$ cat src/rtl/pulse_tx.sv
module pulse_tx #(
  parameter int AW   = 6,
  parameter int DW   = 15,
  parameter int DIVW = 8,
  parameter int LIMW = 9,
  parameter int CW   = 16
) (
  input  logic              clk,
  input  logic              rst_n,
  output logic [AW-1:0]     mem_addr,
  input  logic [2*DW+1:0]   mem_data,
  input  logic [DIVW-1:0]   tick_div,
  input  logic              start,
  input  logic              loop_mode,
  input  logic              wrap_en,
  input  logic [LIMW-1:0]   thr_limit,
  input  logic              idle_level,
  input  logic              idle_oe,
  input  logic              car_en,
  input  logic [CW-1:0]     car_high,
  input  logic [CW-1:0]     car_low,
  input  logic              car_on_low,
  output logic              tx_out,
  output logic              tx_oe,
  output logic              busy,
  output logic              done,
  output logic              thr_evt
);
  localparam int EW = DW + 1;
  localparam logic [AW-1:0] LAST_ADDR = '1;

  logic            busy_q, ld_q, half_q, lvl_q, done_q, thr_q, cph_q;
  logic [AW-1:0]   addr_q;
  logic [DW-1:0]   rem_q;
  logic [DIVW-1:0] divc_q;
  logic [LIMW-1:0] sent_q;
  logic [CW-1:0]   ccnt_q;

  logic            active, tick, seg_end, word_end, buf_end, do_load, sel_hi, zero_ent, thr_hit, modulate;
  logic [EW-1:0]   ent;
  logic [LIMW-1:0] sent_inc;
  logic [CW:0]     ccnt_nx;

  assign active   = busy_q & ~ld_q;
  assign tick     = active & (divc_q == tick_div);
  assign seg_end  = tick & (rem_q == DW'(1));
  assign word_end = seg_end & half_q;
  assign buf_end  = word_end & (addr_q == LAST_ADDR) & ~wrap_en;
  assign mem_addr = word_end ? addr_q + 1'b1 : addr_q;
  assign sel_hi   = ~ld_q & ~half_q;
  assign ent      = sel_hi ? mem_data[2*EW-1:EW] : mem_data[EW-1:0];
  assign zero_ent = (ent[DW-1:0] == '0);
  assign do_load  = busy_q & (ld_q | (seg_end & ~buf_end));
  assign sent_inc = sent_q + 1'b1;
  assign thr_hit  = word_end & (thr_limit != '0) & (sent_inc == thr_limit);
  assign ccnt_nx  = {1'b0, ccnt_q} + 1'b1;
  assign modulate = car_en & (lvl_q != car_on_low);

  assign tx_out  = active ? (modulate ? cph_q : lvl_q) : idle_level;
  assign tx_oe   = active | idle_oe;
  assign busy    = busy_q;
  assign done    = done_q;
  assign thr_evt = thr_q;

  always_ff @(posedge clk or negedge rst_n) begin
    if (!rst_n) begin
      busy_q <= 1'b0; ld_q <= 1'b0; half_q <= 1'b0; lvl_q <= 1'b0;
      done_q <= 1'b0; thr_q <= 1'b0; cph_q <= 1'b1; addr_q <= '0;
      rem_q <= '0; divc_q <= '0; sent_q <= '0; ccnt_q <= '0;
    end else begin
      done_q <= 1'b0;
      thr_q  <= thr_hit;
      if (!busy_q) begin
        if (start) begin
          busy_q <= 1'b1; ld_q <= 1'b1; addr_q <= '0; half_q <= 1'b0; sent_q <= '0;
        end
      end else begin
        if (word_end) sent_q <= thr_hit ? '0 : sent_inc;
        if (active) begin
          divc_q <= tick ? '0 : divc_q + 1'b1;
          if (tick) rem_q <= rem_q - 1'b1;
          if (cph_q) begin
            if (ccnt_nx >= {1'b0, car_high}) begin cph_q <= 1'b0; ccnt_q <= '0; end
            else ccnt_q <= ccnt_nx[CW-1:0];
          end else begin
            if (ccnt_nx >= {1'b0, car_low}) begin cph_q <= 1'b1; ccnt_q <= '0; end
            else ccnt_q <= ccnt_nx[CW-1:0];
          end
        end
        if (seg_end) begin
          half_q <= ~half_q;
          if (half_q) addr_q <= addr_q + 1'b1;
        end
        if (buf_end) begin
          busy_q <= 1'b0; done_q <= 1'b1; addr_q <= '0; half_q <= 1'b0; ld_q <= 1'b0;
        end else if (do_load) begin
          ld_q <= 1'b0;
          if (zero_ent) begin
            addr_q <= '0; half_q <= 1'b0;
            if (loop_mode) ld_q <= 1'b1;
            else begin busy_q <= 1'b0; done_q <= 1'b1; end
          end else begin
            lvl_q <= ent[DW]; rem_q <= ent[DW-1:0]; divc_q <= '0;
            cph_q <= 1'b1; ccnt_q <= '0;
          end
        end
      end
    end
  end


  start_accept_chk: assert property (@(posedge clk) disable iff (!rst_n)
    (!busy && start) |=> busy);

  done_ends_run_chk: assert property (@(posedge clk) disable iff (!rst_n)
    done |-> (!busy && $past(busy)));

  done_single_chk: assert property (@(posedge clk) disable iff (!rst_n)
    done |=> !done);

  thr_single_chk: assert property (@(posedge clk) disable iff (!rst_n)
    thr_evt |=> !thr_evt);

  live_entry_nonzero_chk: assert property (@(posedge clk) disable iff (!rst_n)
    active |-> (rem_q != '0));

  done_addr_home_chk: assert property (@(posedge clk) disable iff (!rst_n)
    done |-> (mem_addr == '0));
endmodule

$ cat config.mk
export PLATFORM = sky130hd
export DESIGN_NAME = pulse_tx
export DESIGN_NICKNAME = d
export VERILOG_FILES = /design/src/rtl/pulse_tx.sv
export SDC_FILE = /design/constraint.sdc
export NUM_CORES = 1
export LEC_CHECK = 0
export ABC_AREA = 1
export CORE_ASPECT_RATIO = 1.5
export CORE_MARGIN = 2
export CORE_UTILIZATION = 50
export CTS_CLUSTER_SIZE = 8
export DETAILED_ROUTE_END_ITERATION = 7
export DONT_BUFFER_PORTS = 1
export GPL_ROUTABILITY_DRIVEN = 1
export SLEW_MARGIN = 20
export SYNTH_ARGS = -nofsm -noshare
export SYNTH_HDL_FRONTEND = slang
export SYNTH_SLANG_ARGS = --single-unit
$ cat constraint.sdc
create_clock -name clk -period 4.4 [get_ports clk]
set_input_delay 0.44 -clock clk [delete_from_list [all_inputs] [get_ports clk]]
set_output_delay 0.44 -clock clk [all_outputs]
set_load 0.02 [all_outputs]
==> results of run 1 <==
[metrics by stage]
step                area [um2]  utilization
global route              6073       0.5523
CTS                       6073       0.5523
global placement          5709       0.5192
floorplan                 5598            -
detailed placement        5709       0.5192
finish                    6073       0.5523
[cell usage after synthesis (2+ instances only)]
master / instances
a21oi_1: 17
a31oi_1: 7
and2_1: 2
buf_2: 4
buf_4: 2
buf_6: 5
clkbuf_1: 7
clkinv_1: 2
dfrtp_1: 60
ha_1: 39
inv_1: 116
inv_4: 2
nand2_1: 321
nand2_2: 4
nand3_1: 48
nand3b_1: 9
nand4_1: 5
nor2_1: 78
nor3_1: 18
nor4_1: 7
o21a_1: 5
o21ai_0: 47
o21ai_1: 2
o22ai_1: 3
or2_0: 2
or2_2: 5
xnor2_1: 11
xor2_1: 31
[metal layers]
metal | GRT usage | part of all wire | routed length (um)
met1 | 0.2850 | 0.43 | 5870
met2 | 0.4353 | 0.52 | 7138
met3 | 0.04242 | 0.046 | 633
met4 | 0.07094 | 0.0087 | 120
met5 | 0 | 0 | 0
[layout make-up]
class,instances,area [um2],area share
clock buffers,12,256.5,0.04223
clock inverters,4,70.07,0.01154
inverters,121,464.2,0.07643
multi-input cells,676,3488,0.5744
flip-flops and latches,61,1528,0.2515
well taps,147,183.9,0.03028
repair buffers,8,82.58,0.01360
[layout by cell type, fill, tap and decap left out, types with 2 or more instances in the layout]
cell type	synthesis	final
a21oi_1	17	17
a31oi_1	7	7
and2_1	2	2
buf_4	2	6
bufinv_16	0	2
clkbuf_16	0	9
clkbuf_8	0	2
clkinv_1	2	2
clkinv_2	0	2
dfrtp_1	60	60
ha_1	39	39
inv_1	116	116
inv_4	2	2
nand2_1	321	321
nand2_2	4	4
nand3_1	48	48
nand3b_1	9	9
nand4_1	5	5
nor2_1	78	78
nor3_1	18	18
nor4_1	7	7
o21a_1	5	5
o21ai_0	47	46
o21ai_1	2	3
o22ai_1	3	3
or2_0	2	2
or2_2	5	5
xnor2_1	11	11
xor2_1	31	31
[worst paths after layout]
check / startpoint / to / cells past startpoint
max: ccnt_q[0] / ccnt_q[10] / 22
min: mem_data[15] / lvl_q / 2
max reg2reg: ccnt_q[0] / ccnt_q[10] / 22
min reg2reg: sent_q[1] / sent_q[1] / 2
max in group asynchronous: rst_n / cph_q / 2
min in group asynchronous: rst_n / rem_q[4] / 2
[kinds of logic after synthesis]
group	count (synthesis)	share of synthesized area
xor gates and xnor gates	42	0.06571
DFF	61	0.2729
and+or+nand+nor	505	0.3789
adders and majority gates	39	0.08717
buffers and inverters	139	0.1039
AOI/OAI and AO/OA	90	0.09142
[sequential cells by signal, indices dropped and copies added (netlist names)]
name,flops
divc_q,8
busy,1
lvl_q,1
done,1
ld_q,1
thr_evt,1
ccnt_q,16
rem_q,15
addr_q,6
cph_q,1
sent_q,9
half_q,1
[what timing repair did]
item,CTS,global route
setup endpoints to repair,0,0
hold buffers,2,0
hold endpoints to repair,61,0
[power groups by stage]
stage          sequential, mW  clock (mW)  combinational [mW]
6_report                0.830       0.763               0.899
5_1_grt                 0.848       0.805                1.04
4_1_cts                 0.827       0.778               0.910
3_5_place_dp            0.835           0               0.889
3_3_place_gp            0.835           0               0.865
2_1_floorplan           0.775           0               0.779
==> summary.txt, run 1 <==
Status
  – Outcome: complete, no violations

Clocking
  – H-tree lvl count: 3
  – CTS tree: done
  – TritonCTS Sinks: 61
  – Post-CTS Resized: 0
  – Root Driver: clkbuf_16
  – CTS Buf Count: 9
  – Reg clk slew, reported paths: 0.05 ns
  – Setup bufs post-CTS: 0
  – CTS max path bufs: 2
  – Worst-skew pair later-pin latency: 0.33 ns

Critical path
  – Top delay family on crit path: simple AND/OR/NAND/NOR gates
  – Type of destination of the critical path: register
  – Worst Path Required: 4.62 ns
  – CP cell instances: ha_1 -> nand3_1 -> nor3_2 -> nand2_1 -> nor2_1 -> nand2_1 -> xor2_1 -> inv_1 -> ha_1 -> nand2_1 -> nor3_1 -> nand4_1 -> nand2_1 -> nor2_1 -> nand2_1 -> nor2_1 -> nand2_1 -> nand2_1 -> nand2_1 -> nand2_1 -> nand2_1 -> nand2_1
  – Critical path arrival: 4.10 ns
  – Crit-path max FO: 16
  – Crit-path max cell delay: 0.49 ns
  – WS Path Type: register to register
  – Cell mode on critical path: nand2_1
  – R2r setup slk: 0.52 ns
  – WP buf/inv: 1
  – Setup crit start kind: register
  – Slowest CP cell: dfrtp_1

Power
  – Reg power frac: 0.333
  – Psw: 992.2 uW
  – Power density cells: 410.4 nW/um2
  – Clock network fraction of design power: 0.306
  – LEAKAGE: 3.299 nW
  – Final total power: 2.492 mW
  – Comb pwr share: 0.361
  – Int Pwr: 1.500 mW
  – Max VDD drop: 0.0003717 V
  – Switching Share: 0.3981

Logic synthesis
  – Asr flop ratio synth: 1.000
  – Synth unique cells: 45
  – Top cells by area, synth: dfrtp_1 (27%), nand2_1 (22%), ha_1 (8.7%)
  – Synth Instances: 876
  – Synth top area share: 0.2682
  – Mapped Nets: 1005
  – Count of state elements after synthesis: 61
  – Post-synthesis sequential area ratio: 0.2729
  – Avg Cell Area, Syn: 6.390 um2
  – Yosys Warn Count: 0
  – Number of synthesized flops with an enable pin: 0
  – Post-Syn Area: 5598 um2
  – Area leader, netlist: dfrtp_1
  – Top FF cell, synth: dfrtp_1

Timing
  – Fin. Hold Viols: 0
  – Min cycle time layout: 3.882 ns
  – Setup-failing EPs final: 0
  – Setup ws final: 0.5180 ns
  – Final period util: 0.8823
  – Unrepaired setup endpoints after global routing: false
  – Final Slew Violations: 0
  – Clk_skew: 0.005304 ns
  – Worst-Margin Slew: 0.7050 ns
  – Worst hold slack: 0.3152 ns
  – Total Neg Setup Slack: 0 ns
  – Relative slew slack: 0.5283
  – FMAX: 257.6 MHz

Die
  – Die Width: 90.40 um
  – Ports: 101
  – Rows: 47
  – Chip height: 133.6 um
  – Total Die Area: 12080 um2
  – Core area: 11000 um2
  – Starting density of the core: 0.5090

Detailed routing
  – Drt wl/cell: 13.38 um
  – Pre-antenna DRT Iters: 6
  – Final antenna-violating net count: 0
  – Via count: 5335
  – Vias/cell: 5.185
  – # DRC: 0
  – DR iter-0 viols: 241
  – Final WL: 13.76 mm

Place
  – Dpl ws: 0.4242 ns
  – Hpwl dp: 10.83 mm
  – GP Congestion: 0.8488
  – # port buffers: 0
  – Cells after DPL: 1011

Global routing
  – First-pass GRT wire length: 23.74 mm
  – Global-route usage over all layers: 0.2385
  – Vias in the first global route: 5216
  – Initial antenna violation count: 0
  – Largest net degree at the start of global routing: 62
  – Total grt overflow: 0

Finish
  – Fill count: 1153
  – Final nets: 1006
  – Share of cells above drive strength 1: 0.04989
  – Layout area overhead: 8.493%
  – Non-Filler Instances: 1029
  – ANT cells: 0

Hold path
  – Hold/Removal Path Class: input port to register

Flow run
  – Max_cap viols: 0
No activity file was read; power rests on OpenSTA's default activity.
==> run 2, diff against run 1 <==
==> constraint.sdc (replaced) <==
create_clock -name clk -period 4.4 [get_ports clk]
set_input_delay 0.44 -clock clk [delete_from_list [all_inputs] [get_ports clk]]
set_output_delay 0.44 -clock clk [all_outputs]
set_load 0.01 [all_outputs]
==> run 2 against run 1 <==
Compared with the run above:
- worst hold slack worse by 0.011 ns
- power is 3.7% lower
- core utilization is 0.42 points lower
- largest cell class unchanged
- die area stayed put
- flip-flop and latch count stayed put
- combinational power is 2% lower
- final cell count is 0.19% lower
- register-to-register slack better by 0.12 ns
- sequential power hardly changed
- clock power is 9.7% lower
==> summary.txt, run 2 (synthesis gave the netlist of run 1 again) <==
Die
  – Die Width: 90.40 um (unchanged)
  – Rows: 47 (unchanged)
  – Core area: 11000 um2 (unchanged)
  – Total Die Area: 12080 um2 (unchanged)
  – Starting density of the core: 0.5090 (unchanged)
  – Chip height: 133.6 um (unchanged)
  – Ports: 101 (unchanged)

Detailed routing
  – Via count: 5250 (-1.6%)
  – Vias/cell: 5.112 (-1.4%)
  – # DRC: 0 (unchanged)
  – Drt wl/cell: 13.13 um (-1.8%)
  – DR iter-0 viols: 184 (-24%)
  – Pre-antenna DRT Iters: 4 (-2)
  – Final antenna-violating net count: 0 (unchanged)
  – Final WL: 13.49 mm (-2.0%)

Timing
  – Relative slew slack: 0.5201 (-0.008158)
  – Setup-failing EPs final: 0 (unchanged)
  – FMAX: 265.5 MHz (+3.1%)
  – Fin. Hold Viols: 0 (unchanged)
  – Worst-Margin Slew: 0.7172 ns (+0.01219 ns)
  – Worst hold slack: 0.3039 ns (-0.01126 ns)
  – Total Neg Setup Slack: 0 ns (unchanged)
  – Clk_skew: 0.004784 ns (-0.0005204 ns)
  – Min cycle time layout: 3.766 ns (-0.1161 ns)
  – Final period util: 0.8559 (-0.02638)
  – Final Slew Violations: 0 (unchanged)
  – Setup ws final: 0.6340 ns (+0.1161 ns)
  – Unrepaired setup endpoints after global routing: false

Critical path
  – Setup crit start kind: register
  – Crit-path max FO: 16 (unchanged)
  – CP startpoint: ccnt_q[0]
  – Critical path arrival: 3.99 ns (-0.11 ns)
  – R2r setup slk: 0.63 ns (+0.12 ns)
  – Worst reg2reg startpoint: ccnt_q[0]
  – WS Path Type: register to register
  – Worst Path Required: 4.62 ns (about the same)
  – Type of destination of the critical path: register

Finish
  – Final nets: 1004 (-0.20%)
  – Layout Cell Area excl Fill: 6027 um2 (-0.76%)
  – Area of the multi-input gates: 3491 um2 (about the same)
  – Share of cells above drive strength 1: 0.04886 (-0.001023)
  – Largest register FFs: 16 (unchanged)
  – Layout area overhead: 7.667%
  – Reg area: 1528 um2 (unchanged)
  – Highest-count cells in the layout ignoring fill and taps: nand2_1 (320), inv_1 (116), nor2_1 (78)
  – Most common cell after layout, fill and taps aside: nand2_1
  – Fill count: 1137 (-1.4%)
  – Reg with most FFs: ccnt_q
  – ANT cells: 0 (unchanged)
  – Top flop regs: ccnt_q x16, rem_q x15, sent_q x9

Flow run
  – Max_cap viols: 0 (unchanged)

Power
  – LEAKAGE: 3.275 nW (-0.71%)
  – Max VDD drop: 0.0003201 V (-14%)
  – Power density cells: 398.2 nW/um2 (-3.0%)

Place
  – Hpwl dp: 10.61 mm (-2.1%)
  – Dpl ws: 0.4386 ns (+0.01439 ns)
  – # port buffers: 0 (unchanged)
  – DP Area: 5694 um2 (-0.26%)
  – GP Congestion: 0.8540 (+0.61%)

Clocking
  – TritonCTS Sinks: 61 (unchanged)
  – Worst-skew pair later-pin latency: 0.33 ns (about the same)
  – Root Driver: clkbuf_16
  – CTS Buf Count: 9 (unchanged)
  – Reg clk slew, reported paths: 0.05 ns (about the same)
  – CTS max path bufs: 2 (unchanged)
  – H-tree lvl count: 3 (unchanged)
  – CTS tree: done

Global routing
  – Global-route usage over all layers: 0.2345 (-0.004010)
  – Vias in the first global route: 5120 (-1.8%)
  – Largest net degree at the start of global routing: 62 (unchanged)
  – Initial antenna violation count: 0 (unchanged)
  – Total grt overflow: 0 (unchanged)
  – First-pass GRT wire length: 23.16 mm (-2.4%)

Status
  – Outcome: complete, no violations

Hold path
  – Min-delay src: loop_mode
  – Hold/Removal Path Class: input port to register
[run 2: cell count changes in the layout (fill, tap and decap cells not counted)]
cell and change:
buf_4 -2, clkinv_2 +2, bufinv_16 -1, clkbuf_8 -1
nand2_1 -1, nand2_2 +1
[run 2: worst paths after layout]
kind / cells past startpoint / to
max: 22 / ccnt_q[0]
min: 3 / done
max reg2reg: 22 / ccnt_q[0]
min reg2reg: 2 / sent_q[1]
max in group asynchronous: 2 / cph_q
min in group asynchronous: 2 / rem_q[4]
[run 2: layout make-up]
type                    instances  share of cell area
repair buffers                  6             0.01121
multi-input cells             676              0.5792
clock inverters                 5            0.008304
clock buffers                  11             0.04027
well taps                     147             0.03052
flip-flops and latches         61              0.2535
inverters                     121             0.07702
[run 2: what timing repair did]
item                                   4_1_cts  5_1_grt
buffers inserted                             0        0
setup endpoints to repair                    0        1
resized for setup                            0        1
endpoints found under the hold margin       61        0
hold buffers                                 2        0
[run 2: metal layers]
layer | share of wire | vias to the layer above | global-route usage | wire length, um
li1 | - | 2758 | - | -
met1 | 0.43 | 2363 | 0.2780 | 5826
met2 | 0.51 | 114 | 0.4252 | 6834
met3 | 0.045 | 15 | 0.04412 | 601
met4 | 0.017 | 0 | 0.07692 | 223
met5 | 0 | - | 0 | 0
[run 2: power breakdown]
group	total [mW]	switching (mW)	internal, mW
Combinational	0.881	0.579	0.302
Sequential	0.829	0.157	0.672
Clock	0.689	0.240	0.449
Total	2.40	0.977	1.42
[run 2: per-stage QoR]
step                power (mW)  cells  utilization
floorplan                1.543    876            -
global placement         1.683   1009       0.5178
detailed placement       1.705   1009       0.5178
CTS                      2.422   1027       0.5478
global route             2.604   1027       0.5481
finish                   2.400   1027       0.5481
[run 2: worst max-delay path: stages, from the launching register on]
cell	delay, ns
dfrtp_1	0.49
ha_1	0.24
nand3_1	0.17
nor3_2	0.27
nand2_1	0.18
nor2_1	0.17
nand2_1	0.08
xor2_1	0.19
inv_1	0.10
ha_1	0.30
nand2_1	0.06
nor3_1	0.39
nand4_1	0.21
nand2_1	0.11
nor2_1	0.04
nand2_1	0.07
nor2_1	0.05
nand2_1	0.06
nand2_2	0.20
nand2_1	0.13
nand2_1	0.05
nand2_1	0.05
nand2_1	0.05
